==> src/rtl/pt_pkg.sv <==
package pt_pkg;
  localparam int ADDR_W  = 2;
  localparam int CLR_BIT = 4;

  typedef enum logic [ADDR_W-1:0] {
    REG_CTRL   = 2'd0,
    REG_CNT_HI = 2'd1,
    REG_CNT_LO = 2'd2,
    REG_SPARE  = 2'd3
  } pt_reg_e;
endpackage

==> src/rtl/pt_edge_sync.sv <==
module pt_edge_sync (
  input  logic clk_i,
  input  logic rst_ni,
  input  logic async_i,
  output logic rise_o
);
  logic s1_q, s2_q, s3_q;

  always_ff @(posedge clk_i or negedge rst_ni) begin
    if (!rst_ni) begin
      s1_q <= 1'b0;
      s2_q <= 1'b0;
      s3_q <= 1'b0;
    end else begin
      s1_q <= async_i;
      s2_q <= s1_q;
      s3_q <= s2_q;
    end
  end

  assign rise_o = s2_q & ~s3_q;
endmodule

==> src/rtl/pt_prescaler.sv <==
module pt_prescaler #(
  parameter int SEL_W = 3
) (
  input  logic             clk_i,
  input  logic             rst_ni,
  input  logic             clr_i,
  input  logic [SEL_W-1:0] sel_i,
  input  logic             ext_tick_i,
  output logic             tick_o
);
  localparam int NSRC  = 2**SEL_W;
  localparam int NDIV  = NSRC - 1;   // internal divide codes
  localparam int DIV_W = NDIV - 1;

  logic [DIV_W-1:0] div_q;
  logic [NSRC-1:0]  tap;

  always_ff @(posedge clk_i or negedge rst_ni) begin
    if (!rst_ni)    div_q <= '0;
    else if (clr_i) div_q <= '0;
    else            div_q <= div_q + 1'b1;
  end

  // tap k fires when the low k divider bits are all ones
  for (genvar k = 0; k < NSRC; k++) begin : g_tap
    if (k == 0) begin : g_div1
      assign tap[k] = 1'b1;
    end else if (k < NDIV) begin : g_div
      assign tap[k] = &div_q[k-1:0];
    end else begin : g_ext
      assign tap[k] = ext_tick_i;
    end
  end

  assign tick_o = tap[sel_i];
endmodule

==> src/rtl/pt_counter.sv <==
module pt_counter #(
  parameter int CNT_W = 16
) (
  input  logic             clk_i,
  input  logic             rst_ni,
  input  logic             clr_i,
  input  logic             inc_i,
  output logic [CNT_W-1:0] cnt_o
);
  logic [CNT_W-1:0] cnt_q;

  always_ff @(posedge clk_i or negedge rst_ni) begin
    if (!rst_ni)    cnt_q <= '0;
    else if (clr_i) cnt_q <= '0;
    else if (inc_i) cnt_q <= cnt_q + 1'b1;
  end

  assign cnt_o = cnt_q;
endmodule

==> src/rtl/pt_byte_view.sv <==
module pt_byte_view #(
  parameter int DATA_W = 8
) (
  input  logic                clk_i,
  input  logic                rst_ni,
  input  logic [2*DATA_W-1:0] cnt_i,
  input  logic                rd_hi_i,
  input  logic                rd_lo_i,
  output logic [DATA_W-1:0]   hi_o,
  output logic [DATA_W-1:0]   lo_o,
  output logic                pend_o,
  output logic [DATA_W-1:0]   held_o
);
  logic              pend_q;
  logic [DATA_W-1:0] held_q;

  always_ff @(posedge clk_i or negedge rst_ni) begin
    if (!rst_ni) begin
      pend_q <= 1'b0;
      held_q <= '0;
    end else if (rd_lo_i) begin
      pend_q <= 1'b0;
    end else if (rd_hi_i && !pend_q) begin
      pend_q <= 1'b1;
      held_q <= cnt_i[DATA_W-1:0];
    end
  end

  assign hi_o   = cnt_i[2*DATA_W-1 -: DATA_W];
  assign lo_o   = pend_q ? held_q : cnt_i[DATA_W-1:0];
  assign pend_o = pend_q;
  assign held_o = held_q;
endmodule

==> src/rtl/prescaled_timer.sv <==
module prescaled_timer #(
  parameter int DATA_W = 8,
  parameter int SEL_W  = 3
) (
  input  logic                   clk_i,
  input  logic                   rst_ni,
  input  logic [pt_pkg::ADDR_W-1:0] addr_i,
  input  logic                   rd_i,
  input  logic                   wr_i,
  input  logic [DATA_W-1:0]      wdata_i,
  output logic [DATA_W-1:0]      rdata_o,
  input  logic                   ext_clk_i
);
  import pt_pkg::*;

  localparam int CNT_W = 2 * DATA_W;

  logic [SEL_W-1:0]  sel_q;
  logic              ctrl_wr, soft_clr, ext_tick, tick;
  logic [CNT_W-1:0]  cnt;
  logic [DATA_W-1:0] hi_b, lo_b, held;
  logic              pend;
  logic              unused_wdata;

  assign ctrl_wr  = wr_i && (addr_i == REG_CTRL);
  assign soft_clr = ctrl_wr && wdata_i[CLR_BIT];
  assign unused_wdata = ^{wdata_i[DATA_W-1:CLR_BIT+1], wdata_i[CLR_BIT-1:SEL_W]};

  always_ff @(posedge clk_i or negedge rst_ni) begin
    if (!rst_ni)      sel_q <= '0;
    else if (ctrl_wr) sel_q <= wdata_i[SEL_W-1:0];
  end

  pt_edge_sync u_sync (
    .clk_i  (clk_i),
    .rst_ni (rst_ni),
    .async_i(ext_clk_i),
    .rise_o (ext_tick)
  );

  pt_prescaler #(.SEL_W(SEL_W)) u_presc (
    .clk_i     (clk_i),
    .rst_ni    (rst_ni),
    .clr_i     (soft_clr),
    .sel_i     (sel_q),
    .ext_tick_i(ext_tick),
    .tick_o    (tick)
  );

  pt_counter #(.CNT_W(CNT_W)) u_cnt (
    .clk_i (clk_i),
    .rst_ni(rst_ni),
    .clr_i (soft_clr),
    .inc_i (tick),
    .cnt_o (cnt)
  );

  pt_byte_view #(.DATA_W(DATA_W)) u_view (
    .clk_i  (clk_i),
    .rst_ni (rst_ni),
    .cnt_i  (cnt),
    .rd_hi_i(rd_i && (addr_i == REG_CNT_HI)),
    .rd_lo_i(rd_i && (addr_i == REG_CNT_LO)),
    .hi_o   (hi_b),
    .lo_o   (lo_b),
    .pend_o (pend),
    .held_o (held)
  );

  always_comb begin
    rdata_o = '0;
    if (rd_i) begin
      unique case (addr_i)
        REG_CTRL:   rdata_o = {{(DATA_W-SEL_W){1'b0}}, sel_q};
        REG_CNT_HI: rdata_o = hi_b;
        REG_CNT_LO: rdata_o = lo_b;
        default:    rdata_o = '0;
      endcase
    end
  end
endmodule

==> config.mk <==
export PLATFORM = sky130hd
export DESIGN_NAME = prescaled_timer
export DESIGN_NICKNAME = d
export VERILOG_FILES = /design/src/rtl/pt_pkg.sv /design/src/rtl/pt_edge_sync.sv /design/src/rtl/pt_prescaler.sv /design/src/rtl/pt_counter.sv /design/src/rtl/pt_byte_view.sv /design/src/rtl/prescaled_timer.sv
export SDC_FILE = /design/constraint.sdc
export NUM_CORES = 1
export LEC_CHECK = 0
export BUFFER_PORTS_ARGS = -buffer_cell sky130_fd_sc_hd__buf_2
export CORE_MARGIN = 2
export CORE_UTILIZATION = 25
export DETAILED_ROUTE_END_ITERATION = 8
export HOLD_SLACK_MARGIN = 0.12
export PLACE_DENSITY = 0.53
export RECOVER_POWER = 100
export SETUP_SLACK_MARGIN = 0.2
export SLEW_MARGIN = 10
export SYNTH_ARGS = -nofsm -noshare
export SYNTH_HDL_FRONTEND = slang
export SYNTH_HIERARCHICAL = 1
export SYNTH_SLANG_ARGS = --single-unit
==> constraint.sdc <==
create_clock -name clk_i -period 4.6 [get_ports clk_i]
set_input_delay 0.46 -clock clk_i [delete_from_list [all_inputs] [get_ports clk_i]]
set_output_delay 0.46 -clock clk_i [all_outputs]
set_load 0.02 [all_outputs]
==> impl_metrics.tcl, run 1 <==
set metrics [dict create \
    yosys_warnings 6 \
    cts-buffers-inserted 5 \
    r2r_setup_slack_ns 1.98 \
    die_h_um 96.6 \
    comb_power_share 0.238 \
    switching_share 0.320 \
    cellLeakagePower_uw 0.000936 \
    core-area_mm2 0.00826 \
    netlist_instances 190 \
    rows 33 \
    finalCritPeriodShare 0.717 \
    fin_nets 220 \
    ctsResizeCount 0 \
    r2r-end "u_cnt/cnt_o[15]" \
    p_switching_uw 305 \
    p_clk_frac 0.237 \
    ys_ff_latch 37 \
    vias 1396 \
    drt-pass1-iter-count 4 \
    seq_power_share 0.524 \
    cp-start-kind "input pin" \
    wire_per_inst_um 13.6 \
    synth_cell_type_count 42 \
    gr-total-overflow 0 \
    synth_fp_nets 210 \
    clock_latency_ns 0.28 \
    tightest_slew_ns 2.02 \
    maxCapViolCount 1 \
    clkSinkCount 37 \
    reg2reg_depth 9 \
    maxSlewViolCount 38 \
    hold_depth 1 \
    initial_core_util 0.260 \
    cts_tree "done" \
    root_buffer "clkbuf_8" \
    hold_class "in -> reg" \
    hold_buffers 0 \
    wirelength_mm 4.15 \
    violations "max-capacitance violations, max-slew violations" \
    syn_to_final_growth_pct 5.25 \
    grt_pass1_wl_mm 7.12 \
    cp.arrival_ns 3.47 \
    p_int_uw 647 \
    antenna_cells 0 \
    ys_seq_area_frac 0.432 \
    viasPerCell 4.58 \
    ios 23 \
    utilization 0.273 \
    post-cts-setup-buffers 0 \
    min_to "u_sync/s1_q" \
    worstPathMaxFanout 25 \
    place.gp.congestion 0.751 \
    irDropWorstVdd_v 0.0000989 \
    status "finished with violations" \
    netlist_area_mm2 0.00214 \
    r2r_start "u_presc/div_q[0]" \
    drt_first_iter_violations 32 \
    n_fill_cell 902 \
    tns_ns 0 \
    dieArea_mm2 0.00934 \
    ant_nets 0 \
    grt_pass1_vias 1405 \
    critical_path_class "in -> reg" \
    drc 0 \
    ctsHtreeMaxLevel 2 \
    avgSynthCellArea_um2 11.3 \
    p_per_area_mw_per_mm2 422 \
    cp_data_required_time_ns 4.77 \
    die_x_um 96.6 \
    clkTransAtPathRegs_ns 0.07 \
    crit_start "addr_i[1]" \
    grt_max_degree 38 \
    fmax_mhz 303 \
    grt_usage 0.0952 \
    multi_input_area_mm2 0.00102 \
    io_buffers 18 \
    rsz0062_at_grt "false" \
    hp-start "ext_clk_i" \
    dpl.hpwl_mm 2.90 \
    hold_viol 0 \
    clock_path_buffers 2 \
    maxSlewHeadroom -0.348 \
    finalClockSkew_ns 0.00538 \
    finalSetupViolations 0 \
    critical_path.endpoint_type "flip-flop" \
    regArea_um2 926 \
    drive_gt1_frac 0.200 \
    antenna_found_initial 0 \
    min_period_ns 3.30 \
]
-- metrics by stage --
stage               total power [µW]  hold WS (ns)  cell area [µm²]  setup WS, ns  cells
floorplan                        677         0.164             2140          2.20    190
global placement                 732         0.334             2240          1.98    298
detailed placement               738         0.336             2240          1.97    298
CTS                              975         0.275             2320          1.97    305
global route                    1030         0.275             2260         0.947    305
finish                           952         0.285             2260          1.30    305
-- cells in the mapped netlist, drive strengths merged --
cell type	number	area share
and2	6	0.018
o21ai	7	0.016
nand2	5	0.0088
nand4	5	0.018
dfrtp	37	0.43
mux2	21	0.11
xnor2	7	0.029
buf	14	0.058
nor2b	10	0.033
inv	4	0.0070
nand3	3	0.0093
o22ai	1	0.0029
a21o	1	0.0035
nor4b	1	0.0070
and3	2	0.0058
clkbuf	1	0.0017
a221oi	1	0.0041
or3	4	0.012
nor3	2	0.0070
o211ai	1	0.0099
nor2	19	0.033
a21oi	4	0.0093
nor3b	3	0.023
xor2	4	0.016
ha	5	0.029
nand4b	1	0.0041
a21boi	1	0.0035
a22oi	5	0.018
mux2i	6	0.028
and2b	2	0.0082
nor4	4	0.023
nand3b	3	0.011
-- critical path, cell delays in order --
cell and delay [ns]:
clkbuf_1 0.20, nor3b_1 0.50, and2_0 1.19, o211ai_4 0.24
nor3_2 0.28, nor3b_2 0.27, mux2_4 0.32
-- worst max-delay path by stage --
stage	endpoint	slack, ns	depth (start not counted)
6_report	u_cnt/cnt_o[15]	1.30	7
5_1_grt	u_cnt/cnt_o[15]	0.95	7
4_1_cts	u_cnt/cnt_o[15]	1.97	9
3_5_place_dp	u_cnt/cnt_o[15]	1.97	7
3_3_place_gp	u_cnt/cnt_o[15]	1.98	7
2_1_floorplan	u_cnt/cnt_o[15]	2.20	11
-- registers in the layout (all words and copies together), names as in the netlist --
| name | cells |
|---|---|
| u_view/held_o | 8 |
| u_presc/div_q | 6 |
| u_sync/s2_q | 1 |
| u_sync/s3_q | 1 |
| u_sync/s1_q | 1 |
| sel_q | 3 |
| u_cnt/cnt_o | 16 |
| u_view/pend_o | 1 |
-- per-layer routing --
| metal | wire [µm] | GRT usage | vias to the layer above | share of wire |
|---|---|---|---|---|
| met2 | 2000 | 0.154 | 13 | 0.48 |
| met1 | 2010 | 0.122 | 697 | 0.48 |
| li1 | - | - | 681 | - |
| met4 | 79 | 0.0423 | 0 | 0.019 |
| met3 | 70 | 0.0217 | 5 | 0.017 |
| met5 | 0 | 0 | - | 0 |
-- power groups by stage --
stage | combinational (µW) | sequential [µW] | clock [µW]
finish | 227 | 499 | 226
global route | 262 | 515 | 254
CTS | 236 | 500 | 240
detailed placement | 234 | 505 | 0
global placement | 230 | 502 | 0
floorplan | 203 | 474 | 0
-- cell type report --
| cell class | instances | area share |
|---|---|---|
| tap | 105 | 0.0582 |
| multi-input combinational | 134 | 0.452 |
| sequential | 37 | 0.410 |
| inverter | 4 | 0.00665 |
| clock buffer | 7 | 0.0382 |
| timing repair buffer | 18 | 0.0344 |
-- cells in the final DEF, fill, tap and decap left out, types with 6 or more instances in the layout --
master,synthesis,routed
dfrtp_1,37,37
nor2_1,19,19
mux2_2,19,18
clkbuf_1,1,11
nor2b_1,9,9
buf_2,0,8
o21ai_0,7,7
xnor2_1,7,7
mux2i_1,6,6
clkbuf_8,0,6
-- logic make-up (layout without fill, tap and decap cells) --
logic type               Yosys count  after routing  synth area share
AO/OA/AOI/OAI                     21             21            0.0671
XOR/XNOR                          11             11            0.0449
adder cells (fa/ha/maj)            5              5            0.0292
buffers and inverters             19             29            0.0665
flip-flops                        37             37             0.432
multiplexers                      27             27             0.140
AND/OR/NAND/NOR                   70             70             0.221
(Power assumes the default switching activity.)
==> inputs of run 2 (changes only) <==
ABC_AREA = 1   (was default)
PLACE_DENSITY = 0.52   (was 0.53)
clock period = 3.1 ns   (was 4.6 ns; I/O delays follow)
==> impl_metrics.tcl, run 2 <==
set metrics [dict create \
    maxSlewViolCount 38 \
    switching_share 0.371 \
    critical_path.endpoint_type "flip-flop" \
    yosysTopAreaCellShare 0.412 \
    critical_path_class "reg -> reg" \
    cp.arrival_ns 2.55 \
    grt_usage 0.104 \
    p_switching_uw 533 \
    dpl.hpwl_mm 3.46 \
    rows 34 \
    drt-pass1-iter-count 4 \
    p_clk_frac 0.230 \
    cp_data_required_time_ns 3.28 \
    tightest_slew_ns 1.99 \
    clock_path_buffers 2 \
    power_uw 1440 \
    crit_top_cell "nor2_1" \
    ys_seq_area_frac 0.412 \
    final_common_cell "nand2_1" \
    fmax_mhz 422 \
    antenna_cells 0 \
    ios 23 \
    antenna_found_initial 0 \
    io_buffers 18 \
    cts_tree "done" \
    clkTransAtPathRegs_ns 0.07 \
    comb_power_share 0.257 \
    synth_cell_type_count 29 \
    dieArea_mm2 0.00976 \
    status "finished with violations" \
    worstPathMaxFanout 7 \
    min_period_ns 2.37 \
    maxSlewHeadroom -0.325 \
    netlist_area_mm2 0.00225 \
    synthFlopType "dfrtp_1" \
    drc 0 \
    wire_per_inst_um 10.5 \
    wirelength_mm 4.60 \
    cts-buffers-inserted 5 \
    viasPerCell 4.31 \
    synthTopCellsByArea "dfrtp_1 41%, nand2_1 19%, nor2_1 7.0%" \
    grt_max_degree 38 \
    die_h_um 98.8 \
    ys_ff_latch 37 \
    place_area_mm2 0.00238 \
    hold_viol 0 \
    clkSinkCount 37 \
    cellLeakagePower_uw 0.00126 \
    gr-total-overflow 0 \
    clock_latency_ns 0.29 \
    vias 1892 \
    finalCritPeriodShare 0.764 \
    cp_num_buf_inv 2 \
    yosys_warnings 6 \
    crit_family "simple AND/OR/NAND/NOR gates" \
    cp-start-kind "flip-flop" \
    finalClockSkew_ns 0.00358 \
    p_per_area_mw_per_mm2 598 \
    tns_ns 0 \
    syn_to_final_growth_pct 6.96 \
    synth_edf_count 0 \
    finalSetupViolations 0 \
    fin_nets 350 \
    p_int_uw 904 \
    most-common-layout-cells "117 x nand2_1, 46 x nor2_1, 37 x dfrtp_1" \
    fin_cells 439 \
    root_buffer "clkbuf_8" \
    core-area_mm2 0.00872 \
    drive_gt1_frac 0.0785 \
    maxCapViolCount 1 \
    place.gp.congestion 0.804 \
    finalInstanceArea_mm2 0.00240 \
    irDropWorstVdd_v 0.000172 \
    ctsHtreeMaxLevel 2 \
    drt_first_iter_violations 96 \
    synth_top_cell_by_area "dfrtp_1" \
    rsz0062_at_grt "false" \
    seq_power_share 0.512 \
    grt_pass1_wl_mm 8.38 \
    path_cells "ha_1 > inv_1 > nor2_1 > ha_1 > inv_1 > nor2_1 > nor2_1 > nor2_1 > nand2_1 > nand2_1 > nor2_1 > nor2_1 > nand3_1 > nor2_1 > nand2_1 > nand2_1 > nor2_1" \
    die_x_um 98.8 \
    violations "max-capacitance violations, max-slew violations" \
    dp_cells 430 \
    grt_pass1_vias 1844 \
    synth.most_common_cell "nand2_1" \
    async_reset_ff_frac 1.00 \
    netlist_instances 314 \
    max_stage_delay_ns 0.48 \
    largest_reg_flops 16 \
    initial_core_util 0.258 \
    synth_fp_nets 334 \
    hold_class "in -> reg" \
    critPathSlowestCell "dfrtp_1" \
    n_fill_cell 956 \
    netlist_top_cells_count "115 x nand2_1, 42 x nor2_1, 37 x dfrtp_1, 32 x inv_1, 21 x nand3_1" \
    ant_nets 0 \
    avgSynthCellArea_um2 7.15 \
]
## run 2: cell count changes in the layout (fill, tap and decap cells not counted), moves of 5 or more
cell     change
xnor2_1      -6
nand3_1     +21
nor2b_1      -9
mux2_2      -18
nand2_1    +112
nand4_1      +7
mux2i_1      -6
inv_1       +30
nor2_1      +27
a22oi_1      -5
## run 2: cell type report
type                       instances  area, µm²  area share
sequential                        37        926       0.385
tap                              108        135      0.0563
timing repair buffer              21       98.8      0.0411
multi-input combinational        227       1020       0.423
clock inverter                     2       10.0     0.00417
inverter                          38        144      0.0599
clock buffer                       6       72.6      0.0302
## run 2: logic make-up after synthesis
logic type,Yosys count,synth area share
DFF,37,0.412
buffers and inverters,50,0.112
xor gates and xnor gates,2,0.00780
and+or+nand+nor,205,0.404
AOI/OAI and AO/OA,15,0.0362
adders and majority gates,5,0.0279
## run 2: metal layers
metal,GRT usage,wire length [µm],vias up
met5,0,0,-
met4,0.0348,57,0
met3,0.0177,99,5
met2,0.176,2220,16
met1,0.134,2220,868
li1,-,-,1003
## run 2: final timing paths
path                                  startpoint                to  slack (ns)  cells past startpoint
max in group asynchronous                 rst_ni  u_view/held_o[3]        1.38                      1
worst max-delay path            u_presc/div_q[0]   u_cnt/cnt_o[10]        0.73                     17
worst min-delay path                  wdata_i[0]          sel_q[0]        0.26                      3
worst min register to register       u_sync/s1_q       u_sync/s2_q        0.35                      0
worst max register to register  u_presc/div_q[0]   u_cnt/cnt_o[10]        0.73                     17
min in group asynchronous                 rst_ni  u_presc/div_q[5]        0.58                      1
## run 2: worst reg2reg max path: cells and delay by family, from the launching register on
kind | cells | cell delay [ns]
simple gates | 13 | 1.37
buf+inv | 2 | 0.08
fa+ha+maj | 2 | 0.36
flops | 1 | 0.48
## run 2: power groups by stage
| stage | clock network, µW | logic [µW] | registers (µW) |
|---|---|---|---|
| floorplan | 0 | 349 | 708 |
| global placement | 0 | 394 | 749 |
| detailed placement | 0 | 397 | 751 |
| CTS | 347 | 401 | 742 |
| global route | 367 | 442 | 765 |
| finish | 331 | 370 | 736 |
## run 2: through the flow
step	setup slack [ns]	hold slack (ns)	util
6_report	0.732	0.262	0.275
5_1_grt	0.350	0.279	0.275
4_1_cts	0.880	0.159	0.284
3_5_place_dp	0.838	0.336	0.273
3_3_place_gp	0.829	0.333	0.273
2_1_floorplan	1.17	0.0144	-
## run 2: timing repair
item	4_1_cts	5_1_grt
hold buffers	1	0
hold endpoints to repair	1	0
buffers inserted	0	0
resized for setup	0	0
==> inputs of run 3 (changes only) <==
PLACE_DENSITY = 0.54   (was 0.52)
clock period = 2.07 ns   (was 3.1 ns; I/O delays follow)
==> impl_metrics.tcl, run 3 (same netlist as run 2, synthesis figures left out) <==
set metrics [dict create \
    status "finished, final reports clean" \
    irDropWorstVdd_v 0.000325 \
    timing.final.ws_setup_ns 0.114 \
    ant_nets 0 \
    finalClockSkew_ns 0.00859 \
    dieArea_mm2 0.00976 \
    min_period_ns 1.96 \
    rsz0062_at_grt "true" \
    ctsHtreeMaxLevel 2 \
    cellLeakagePower_uw 0.00140 \
    cp.arrival_ns 2.13 \
    antenna_cells 0 \
    hold_class "in -> reg" \
    cts-buffers-inserted 5 \
    pre_cts_ws_ns 0.0717 \
    gr-total-overflow 0 \
    grt_max_degree 38 \
    cts_tree "done" \
    dpl.hpwl_mm 3.55 \
    die_x_um 98.8 \
    p_int_uw 1650 \
    p_per_area_mw_per_mm2 954 \
    final_common_cell "nand2_1" \
    seq_power_share 0.433 \
    largest_reg_flops 16 \
    drt-pass1-iter-count 4 \
    maxSlewHeadroom 0.451 \
    drive_gt1_frac 0.222 \
    reg2reg_depth 17 \
    ios 23 \
    maxSlewViolCount 0 \
    path_cells "ha_2 > inv_1 > nor2_1 > ha_1 > inv_1 > nor2_1 > nor2_1 > nor2_1 > nand2_1 > nand2_4 > nor2_4 > nor2_4 > nand3_1 > nor2_1 > nand2_1 > nand2_1 > nor2_1" \
    critical_path.endpoint_type "flip-flop" \
    finalSetupViolations 0 \
    hold_viol 0 \
    root_buffer "clkbuf_8" \
    maxCapViolCount 0 \
    hold_depth 3 \
    dp_cells 434 \
    clock_latency_ns 0.29 \
    comb_power_share 0.312 \
    worstPathMaxFanout 4 \
    syn_to_final_growth_pct 20.2 \
    vias 1955 \
    fin_cells 451 \
    grt_usage 0.104 \
    antenna_found_initial 0 \
    most-common-layout-cells "112 x nand2_1, 39 x nor2_1, 36 x dfrtp_1" \
    critPathSlowestCell "dfrtp_1" \
    grt_pass1_wl_mm 8.45 \
    place.gp.congestion 0.827 \
    max_stage_delay_ns 0.37 \
    tightest_slew_ns 0.823 \
    clock_path_buffers 2 \
    clkSinkCount 37 \
    grt_pass1_vias 1920 \
    cp-start-kind "flip-flop" \
    drc 0 \
    fmax_mhz 511 \
    io_buffers 18 \
    critical_path_class "reg -> reg" \
    viasPerCell 4.33 \
    core-area_mm2 0.00872 \
    initial_core_util 0.258 \
    clkTransAtPathRegs_ns 0.08 \
    switching_share 0.358 \
    wirelength_mm 4.77 \
    die_h_um 98.8 \
    finalCritPeriodShare 0.945 \
    crit_top_cell "nor2_1" \
    p_switching_uw 922 \
    wire_per_inst_um 10.6 \
    cp_data_required_time_ns 2.25 \
    p_clk_frac 0.256 \
    drt_first_iter_violations 82 \
    rows 34 \
    fin_nets 362 \
]
## run 3: cell types whose count changed in the layout (fill, tap and decap cells not counted), moves of 3 or more
cell | before | now
nand3_1 | 23 | 19
inv_1 | 34 | 31
buf_2 | 8 | 18
inv_2 | 3 | 6
nor2_4 | 0 | 6
nand3_2 | 1 | 4
nand2_1 | 117 | 112
buf_4 | 1 | 11
nor2_1 | 46 | 39
clkbuf_1 | 12 | 0
nand2_4 | 0 | 3
## run 3: final cells by class
class / instances / area (µm²)
multi-input combinational: 227 / 1150
timing repair buffer: 33 / 215
sequential: 37 / 927
clock inverter: 2 / 37.5
inverter: 38 / 150
tap: 108 / 135
clock buffer: 6 / 82.6
fill: 915 / 6020
## run 3: critical path: cells and delay by family, from the launching register on
family / cells / cell delay, ns
fa+ha+maj: 2 / 0.33
buf+inv: 2 / 0.08
flops: 1 / 0.37
simple gates: 13 / 1.07
## run 3: metrics by stage
| stage | cell area [µm²] | utilization | hold WS [ns] | TNS, ns | power [µW] |
|---|---|---|---|---|---|
| floorplan | 2250 | - | -0.0886 | 0 | 1590 |
| global placement | 2420 | 0.277 | 0.320 | 0 | 1730 |
| detailed placement | 2420 | 0.277 | 0.320 | 0 | 1750 |
| CTS | 2620 | 0.300 | 0.149 | 0 | 2490 |
| global route | 2700 | 0.310 | 0.160 | -0.249 | 2780 |
| finish | 2700 | 0.310 | 0.152 | 0 | 2580 |
## run 3: timing repair
| item | 4_1_cts | 5_1_grt |
|---|---|---|
| hold buffers | 2 | 0 |
| setup buffers | 5 | 2 |
| pin swaps | 5 | 5 |
| endpoints found under the hold margin | 38 | 0 |
| setup endpoints to repair | 14 | 17 |
| gates resized for setup | 7 | 19 |
## run 3: path summary, 6_finish.rpt
check	from	end	slack, ns
worst max-delay path	u_presc/div_q[1]	u_cnt/cnt_o[15]	0.11
worst max register to register	u_presc/div_q[1]	u_cnt/cnt_o[15]	0.11
worst min register to register	u_sync/s1_q	u_sync/s2_q	0.35
min in group asynchronous	rst_ni	sel_q[1]	0.56
worst min-delay path	wdata_i[1]	sel_q[1]	0.15
max in group asynchronous	rst_ni	u_view/pend_o	0.94
## run 3: metal layers
metal	share of wire	GRT usage	vias to the layer above
met5	0	0	-
met4	0.015	0.0411	0
met3	0.018	0.0184	7
met2	0.51	0.182	19
met1	0.46	0.127	900
li1	-	-	1029
## run 3: power by group through the flow
stage	Combinational [µW]	Sequential (µW)	Clock, µW
after floorplan	525	1060	0
after global placement	617	1110	0
after detailed placement	624	1130	0
after CTS	705	1100	681
after global routing	922	1150	707
final	803	1110	659
